$ cat config.mk
export PLATFORM = sky130hd
export DESIGN_NAME = adc_frame_ctrl
export DESIGN_NICKNAME = d
export VERILOG_FILES = /design/src/rtl/adc_frame_pkg.sv /design/src/rtl/adc_sclk_timer.sv /design/src/rtl/adc_frame_seq.sv /design/src/rtl/adc_shift_path.sv /design/src/rtl/adc_frame_ctrl.sv
export SDC_FILE = /design/constraint.sdc
export NUM_CORES = 1
export LEC_CHECK = 0
export CAP_MARGIN = 0
export CORE_MARGIN = 2
export CORE_UTILIZATION = 60
export DETAILED_ROUTE_END_ITERATION = 7
export DONT_BUFFER_PORTS = 1
export GPL_TIMING_DRIVEN = 0
export PLACE_DENSITY_LB_ADDON = 0.15
export SLEW_MARGIN = 20
export SYNTH_ARGS = -nofsm -noshare
export SYNTH_HDL_FRONTEND = slang
export SYNTH_SLANG_ARGS = --single-unit
$ cat constraint.sdc
create_clock -name clk -period 2.8 [get_ports clk]
set_input_delay 0.28 -clock clk [delete_from_list [all_inputs] [get_ports clk]]
set_output_delay 0.28 -clock clk [all_outputs]
set_load 0.005 [all_outputs]
$ cat src/rtl/adc_frame_pkg.sv
package adc_frame_pkg;

  typedef enum logic [1:0] {
    ST_IDLE = 2'd0,
    ST_LOW  = 2'd1,
    ST_HIGH = 2'd2,
    ST_GAP  = 2'd3
  } fr_state_e;

  localparam int CH_BITS      = 3;
  localparam int RES_BITS     = 14;
  localparam int CMD_BITS     = 8;
  localparam int CYC_W        = 6;
  localparam int NARROW_FRAME = 24;
  localparam int WIDE_FRAME   = 32;
  localparam int NARROW_FIRST = 9;
  localparam int WIDE_FIRST   = 17;

  // Number of serial clock cycles in one frame for the given mode.
  function automatic logic [CYC_W-1:0] frame_cycles(input logic wide);
    return wide ? CYC_W'(WIDE_FRAME) : CYC_W'(NARROW_FRAME);
  endfunction

  // Serial clock cycle whose rising edge samples the first result bit.
  function automatic logic [CYC_W-1:0] first_sample(input logic wide);
    return wide ? CYC_W'(WIDE_FIRST) : CYC_W'(NARROW_FIRST);
  endfunction

endpackage

$ cat src/rtl/adc_sclk_timer.sv
module adc_sclk_timer #(
  parameter int DIV_W = 8
) (
  input  logic             clk,
  input  logic             rst_n,
  input  logic             run_i,
  input  logic [DIV_W-1:0] div_i,
  output logic             tick_o
);

  logic [DIV_W-1:0] cnt_q, cnt_d;

  // Fires on the last system clock of a serial clock phase.
  assign tick_o = run_i && (cnt_q == div_i);

  always_comb begin
    if (!run_i || tick_o) cnt_d = '0;
    else                  cnt_d = cnt_q + DIV_W'(1);
  end

  always_ff @(posedge clk or negedge rst_n) begin
    if (!rst_n) cnt_q <= '0;
    else        cnt_q <= cnt_d;
  end

endmodule

$ cat src/rtl/adc_frame_seq.sv
module adc_frame_seq
  import adc_frame_pkg::*;
#(
  parameter int DIV_W = 8,
  parameter int GAP_W = 8
) (
  input  logic             clk,
  input  logic             rst_n,
  input  logic             start_i,
  input  logic             wide_i,
  input  logic [DIV_W-1:0] div_i,
  input  logic [GAP_W-1:0] gap_i,
  input  logic             tick_i,
  output logic             timer_run_o,
  output logic [DIV_W-1:0] div_q_o,
  output logic             accept_o,
  output logic             sample_o,
  output logic             advance_o,
  output logic             done_o,
  output logic             cs_n_o,
  output logic             sclk_o,
  output logic             busy_o,
  output logic             valid_o
);

  fr_state_e        state_q, state_d;
  logic [CYC_W-1:0] cyc_q, cyc_d;
  logic             wide_q, wide_d;
  logic [DIV_W-1:0] div_q, div_d;
  logic [GAP_W-1:0] gap_q, gap_d;
  logic             cs_n_q, cs_n_d;
  logic             sclk_q, sclk_d;
  logic             valid_q, valid_d;

  logic             last_cyc;
  logic             in_window;
  logic [CYC_W-1:0] first_cyc;

  assign first_cyc   = first_sample(wide_q);
  assign last_cyc    = (cyc_q == frame_cycles(wide_q));
  assign in_window   = (cyc_q >= first_cyc) && (cyc_q < first_cyc + CYC_W'(RES_BITS));
  assign timer_run_o = (state_q == ST_LOW) || (state_q == ST_HIGH);
  assign div_q_o     = div_q;

  assign accept_o  = (state_q == ST_IDLE) && start_i;
  assign sample_o  = (state_q == ST_LOW)  && tick_i && in_window;
  assign advance_o = (state_q == ST_HIGH) && tick_i && !last_cyc;
  assign done_o    = (state_q == ST_HIGH) && tick_i && last_cyc;

  always_comb begin
    state_d = state_q;
    cyc_d   = cyc_q;
    wide_d  = wide_q;
    div_d   = div_q;
    gap_d   = gap_q;
    cs_n_d  = cs_n_q;
    sclk_d  = sclk_q;
    valid_d = 1'b0;
    unique case (state_q)
      ST_IDLE: begin
        if (start_i) begin
          state_d = ST_LOW;
          cyc_d   = CYC_W'(1);
          wide_d  = wide_i;
          div_d   = div_i;
          cs_n_d  = 1'b0;
          sclk_d  = 1'b0;
        end
      end
      ST_LOW: begin
        if (tick_i) begin
          state_d = ST_HIGH;
          sclk_d  = 1'b1;
        end
      end
      ST_HIGH: begin
        if (tick_i) begin
          sclk_d = 1'b0;
          if (last_cyc) begin
            state_d = ST_GAP;
            cs_n_d  = 1'b1;
            valid_d = 1'b1;
            gap_d   = gap_i;
          end else begin
            state_d = ST_LOW;
            cyc_d   = cyc_q + CYC_W'(1);
          end
        end
      end
      ST_GAP: begin
        if (gap_q <= GAP_W'(1)) state_d = ST_IDLE;
        else                    gap_d   = gap_q - GAP_W'(1);
      end
      default: state_d = ST_IDLE;
    endcase
  end

  always_ff @(posedge clk or negedge rst_n) begin
    if (!rst_n) begin
      state_q <= ST_IDLE;
      cyc_q   <= '0;
      wide_q  <= 1'b0;
      div_q   <= '0;
      gap_q   <= '0;
      cs_n_q  <= 1'b1;
      sclk_q  <= 1'b0;
      valid_q <= 1'b0;
    end else begin
      state_q <= state_d;
      cyc_q   <= cyc_d;
      wide_q  <= wide_d;
      div_q   <= div_d;
      gap_q   <= gap_d;
      cs_n_q  <= cs_n_d;
      sclk_q  <= sclk_d;
      valid_q <= valid_d;
    end
  end

  assign cs_n_o  = cs_n_q;
  assign sclk_o  = sclk_q;
  assign valid_o = valid_q;
  assign busy_o  = timer_run_o;

  AST_SCLK_LOW_WHEN_DESELECTED: assert property (@(posedge clk) disable iff (!rst_n)
    cs_n_o |-> !sclk_o);
  AST_CS_RISE_WITH_VALID: assert property (@(posedge clk) disable iff (!rst_n)
    $rose(cs_n_o) |-> valid_o);
  AST_VALID_ONE_CYCLE: assert property (@(posedge clk) disable iff (!rst_n)
    valid_o |=> !valid_o);
  AST_BUSY_ENDS_AT_VALID: assert property (@(posedge clk) disable iff (!rst_n)
    $fell(busy_o) |-> valid_o);
  AST_SELECT_ONLY_FROM_IDLE: assert property (@(posedge clk) disable iff (!rst_n)
    $fell(cs_n_o) |-> ($past(state_q) == ST_IDLE));
  AST_CYCLE_IN_RANGE: assert property (@(posedge clk) disable iff (!rst_n)
    busy_o |-> (cyc_q >= CYC_W'(1) && cyc_q <= frame_cycles(wide_q)));

endmodule

$ cat src/rtl/adc_shift_path.sv
module adc_shift_path
  import adc_frame_pkg::*;
(
  input  logic                clk,
  input  logic                rst_n,
  input  logic [CH_BITS-1:0]  chan_i,
  input  logic                accept_i,
  input  logic                advance_i,
  input  logic                sample_i,
  input  logic                done_i,
  input  logic                miso_i,
  output logic                mosi_o,
  output logic [RES_BITS-1:0] data_o
);

  localparam int PAD_BITS = CMD_BITS - CH_BITS;

  logic [CMD_BITS-1:0] cmd_q, cmd_d;
  logic [RES_BITS-1:0] cap_q, cap_d;
  logic [RES_BITS-1:0] data_q, data_d;

  always_comb begin
    cmd_d = cmd_q;
    if (accept_i)       cmd_d = {chan_i, {PAD_BITS{1'b0}}};
    else if (done_i)    cmd_d = '0;
    else if (advance_i) cmd_d = {cmd_q[CMD_BITS-2:0], 1'b0};
  end

  always_comb begin
    cap_d = cap_q;
    if (accept_i)      cap_d = '0;
    else if (sample_i) cap_d = {cap_q[RES_BITS-2:0], miso_i};
  end

  always_comb begin
    data_d = data_q;
    if (done_i) data_d = cap_q;
  end

  always_ff @(posedge clk or negedge rst_n) begin
    if (!rst_n) begin
      cmd_q  <= '0;
      cap_q  <= '0;
      data_q <= '0;
    end else begin
      cmd_q  <= cmd_d;
      cap_q  <= cap_d;
      data_q <= data_d;
    end
  end

  assign mosi_o = cmd_q[CMD_BITS-1];
  assign data_o = data_q;

  AST_MOSI_LOW_AFTER_FRAME: assert property (@(posedge clk) disable iff (!rst_n)
    done_i |=> !mosi_o);
  AST_DATA_ONLY_AT_DONE: assert property (@(posedge clk) disable iff (!rst_n)
    !done_i |=> $stable(data_o));
  AST_NO_SAMPLE_AT_START: assert property (@(posedge clk) disable iff (!rst_n)
    accept_i |-> !sample_i && !done_i);

endmodule

$ cat src/rtl/adc_frame_ctrl.sv
module adc_frame_ctrl
  import adc_frame_pkg::*;
#(
  parameter int DIV_W = 8,
  parameter int GAP_W = 8
) (
  input  logic                clk,
  input  logic                rst_n,
  input  logic                start_i,
  input  logic [CH_BITS-1:0]  chan_i,
  input  logic                wide_i,
  input  logic [DIV_W-1:0]    div_i,
  input  logic [GAP_W-1:0]    gap_i,
  input  logic                miso_i,
  output logic                cs_n_o,
  output logic                sclk_o,
  output logic                mosi_o,
  output logic                busy_o,
  output logic                valid_o,
  output logic [RES_BITS-1:0] data_o
);

  // Reset asserts at once and is released on a clock edge.
  logic [1:0] rst_sync_q;
  logic       rst_int_n;

  always_ff @(posedge clk or negedge rst_n) begin
    if (!rst_n) rst_sync_q <= 2'b00;
    else        rst_sync_q <= {rst_sync_q[0], 1'b1};
  end
  assign rst_int_n = rst_sync_q[1];

  logic             tick;
  logic             timer_run;
  logic [DIV_W-1:0] div_q;
  logic             accept;
  logic             sample;
  logic             advance;
  logic             done;

  adc_sclk_timer #(.DIV_W(DIV_W)) timer_i (
    .clk    (clk),
    .rst_n  (rst_int_n),
    .run_i  (timer_run),
    .div_i  (div_q),
    .tick_o (tick)
  );

  adc_frame_seq #(.DIV_W(DIV_W), .GAP_W(GAP_W)) seq_i (
    .clk         (clk),
    .rst_n       (rst_int_n),
    .start_i     (start_i),
    .wide_i      (wide_i),
    .div_i       (div_i),
    .gap_i       (gap_i),
    .tick_i      (tick),
    .timer_run_o (timer_run),
    .div_q_o     (div_q),
    .accept_o    (accept),
    .sample_o    (sample),
    .advance_o   (advance),
    .done_o      (done),
    .cs_n_o      (cs_n_o),
    .sclk_o      (sclk_o),
    .busy_o      (busy_o),
    .valid_o     (valid_o)
  );

  adc_shift_path path_i (
    .clk       (clk),
    .rst_n     (rst_int_n),
    .chan_i    (chan_i),
    .accept_i  (accept),
    .advance_i (advance),
    .sample_i  (sample),
    .done_i    (done),
    .miso_i    (miso_i),
    .mosi_o    (mosi_o),
    .data_o    (data_o)
  );

endmodule

==> summary.txt <==
STA
  – # setup viols final: 0
  – Fmax achieved: between 300 and 400 MHz
  – Fin crit share: between 90% and 100%
  – Tightest Pin Transition: roughly 570 ps
  – Clock skew: approximately 6.5 ps
  – Max Transition Viols Final: 0
  – Setup TNS: 0 ps
  – Crit path time final: between 2000 and 3000 ps
  – Slew HR: between 60 and 70%
  – Hold Vio Cnt, Final: 0
  – RSZ-0062 raised after global routing: no

Pwr
  – Switch share: a little under two fifths
  – Pleak: about 1.7 nW
  – Sequential power share: around 40%
  – Worst IR Drop VDD: roughly 0.00048 V
  – Internal: between 2 and 2.5 mW
  – Clock share of power: around 24%
  – Psw: ~1.3 mW
  – Power density over the cells: roughly 860 nW/um^2
  – Combinational share of power: roughly a third

Logic synthesis
  – Synth top area cells: dfrtp_1, mux2i_1, ha_1, mux2_1, nand2_1
  – Yosys cell types: 58
  – YS warnings: 0
  – Register area share after synthesis: between 40% and 50%
  – Top-area cell type share of the netlist area: around 48%
  – Number of synthesized flops with an enable pin: 0
  – Post-synthesis register bit count: between 60 and 70
  – Synthesized area per cell: approximately 11 um^2
  – Main synth FF type: dfrtp_1
  – Synth area leader: dfrtp_1
  – Mapped cell area: around 3500 um^2
  – Net count after synthesis: around 360
  – Asr flop ratio synth: 100%
  – Mapped Cells: ~320

Die
  – Die height: slightly above 80 um
  – Core area: between 5000 and 6000 um^2
  – I/O Pins: between 40 and 50
  – Die width: 80.6 um
  – Core Rows: 27
  – Starting Density: between 60 and 70%
  – Die area: roughly 6500 um^2

Route
  – Initial DRC count: between 100 and 150
  – Routed WL: ~6700 um
  – Via density per instance: approximately 5.9
  – Routed Antenna Nets: 0
  – Drt pass-1 iters: 4
  – Via Count: between 2k and 2.5k
  – Average wire per standard cell: 16.3 um
  – # DRC: 0

Global routing
  – Total grt overflow: 0
  – Vias in the first global route: 2371
  – Initial antenna violation count: 0
  – Global-route wire length before repair: ~11000 um
  – Total global routing track utilization: around 23%
  – Largest net degree at the start of global routing: between 40 and 50

Setup path
  – Buf/Inv on CP: 2
  – R2R Setup Slk: roughly 260 ps
  – Crit Path Max Fanout: 7
  – Crit path max-delay family: simple AND/OR/NAND/NOR gates
  – Reg2Reg Depth: 8
  – CP endpoint kind: flip-flop
  – Worst EP arrival: approximately 2800 ps
  – Data required, critical path: 3030 ps
  – Critical-path cell list: inv_1 -> ha_1 -> nor4b_1 -> and2_1 -> a41oi_1 -> or2_1 -> buf_2 -> a211o_1
  – Reg2reg start: seq_i.wide_q
  – Crit path launch type: flip-flop
  – Slowest-stage cell, CP: dfrtp_1
  – Worst r2r dst: seq_i.gap_q[2]
  – CP peak stage delay: slightly below 400 ps
  – Critical path class: reg2reg

Clock tree
  – Root buffer cell: clkbuf_8
  – Post-CTS Hold Buffers: 1
  – CTS clk-pin slew, worst paths: roughly 80 ps
  – H-tree level count: 3
  – TritonCTS buffer count: 9
  – Clock Sink Count: 69
  – TritonCTS clock tree: built
  – CTS max path bufs: 2
  – CTS resizes: 0
  – Worst skew pair latency: around 340 ps
  – Number of setup buffers added after CTS: 0

Outcome
  – Status: finished, final reports clean

Final layout
  – Final Net Count: between 300 and 400
  – Reg area: 1730 um^2
  – Commonest non-fill, non-tap cell in the layout: dfrtp_1
  – Commonest non-fill, non-tap cells in the layout: dfrtp_1, nand2_1, nor2_1, mux2i_1
  – Layout cells sized above 1: between 10% and 20%
  – Fillcell total: 453
  – Fin util: between 60 and 70%
  – Synth-to-Final Area Change: 9.34%
  – Diodes inserted: 0
  – Footprint of the multi-input gates: roughly 1700 um^2

Job
  – Max_cap viols: 0

Worst hold path
  – Hold depth: 2
  – Worst hold start: chan_i[0]
  – Hold path endpoint: path_i.cmd_q[5]
  – Worst Hold Class: in2reg

Placement
  – RD Place Congestion: 0.879
  – PortBufs: 0
  – Detail Placement HPWL: 4760 um
[registers in the layout, indices dropped and copies added, names as in the netlist]
register,flops
path_i.cap_q,14
path_i.data_o,14
seq_i.div_q_o,8
seq_i.gap_q,8
timer_i.cnt_q,8
seq_i.cyc_q,6
path_i.cmd_q,3
rst_sync_q,2
seq_i.state_q,2
seq_i.cs_n_o,1
seq_i.sclk_o,1
seq_i.valid_o,1
seq_i.wide_q,1
[synthesized netlist by cell type (4+ instances only)]
cell / number
ha_1: 13
a211o_1: 4
nor3_1: 6
inv_1: 11
xor2_1: 13
or4_1: 4
nor2_1: 18
nand2_1: 34
mux2_1: 12
mux2_2: 10
clkbuf_1: 7
dfrtp_1: 68
nand4_1: 6
or2_2: 4
nand2b_1: 6
o21ai_0: 5
a21oi_1: 9
mux2i_1: 18
a31oi_1: 4
nand3_1: 11
[layout make-up]
class / count / share of cell area [%]
clock inverter: 7 / 1.92
multi-input combinational: 228 / 44.1
timing repair buffer: 2 / 0.974
inverter: 11 / 1.07
sequential: 69 / 44.9
tap: 72 / 2.34
buffer: 11 / 1.43
clock buffer: 9 / 3.22
[per-stage QoR]
stage	setup WS (ps)	std cells	total power [mW]	instance area [um^2]	hold slack, ps
floorplan	557	319	2.26	3520	-15.6
global placement	28.8	391	2.48	3610	-15.5
CTS	256	409	3.34	3850	43.9
global route	28.1	409	3.54	3850	57.7
detailed placement	269	392	2.52	3640	-15.5
finish	265	409	3.33	3850	55.3
[how the worst max path moves through the flow]
| stage | startpoint | end | slack, ps | cells after the start |
|---|---|---|---|---|
| final | seq_i.wide_q | seq_i.gap_q[2] | 260 | 8 |
| after global routing | seq_i.wide_q | path_i.data_o[3] | 30 | 7 |
| after CTS | seq_i.wide_q | seq_i.gap_q[3] | 260 | 8 |
| after detailed placement | seq_i.wide_q | seq_i.gap_q[2] | 270 | 8 |
| after global placement | rst_sync_q[1] | seq_i.cyc_q[0] | 30 | 0 |
| after floorplan | seq_i.wide_q | seq_i.gap_q[2] | 560 | 8 |
[cell families (layout without fill, tap and decap cells)]
family	count (synthesis)	count (layout)	synth area share [%]
other	1	1	0.106
xor gates and xnor gates	15	15	3.73
buffers and inverters	22	40	2.73
muxes	40	40	12.1
AOI/OAI and AO/OA	46	46	9.91
adders and majority gates	13	13	4.62
and+or+nand+nor	113	113	17.7
DFF	69	69	49.0
[per-layer routing]
| layer | global-route usage [%] | routed length [um] |
|---|---|---|
| met1 | 32.0 | 3120 |
| met2 | 34.3 | 3080 |
| met3 | 5.62 | 406 |
| met4 | 9.66 | 72 |
| met5 | 0 | 0 |
[power groups by stage]
stage | sequential (mW) | clock (mW) | combinational (mW)
finish | 1.36 | 0.810 | 1.15
global route | 1.39 | 0.865 | 1.28
CTS | 1.36 | 0.827 | 1.15
detailed placement | 1.38 | 0 | 1.15
global placement | 1.38 | 0 | 1.10
floorplan | 1.34 | 0 | 0.917
Power figures use the tool's default switching activity.
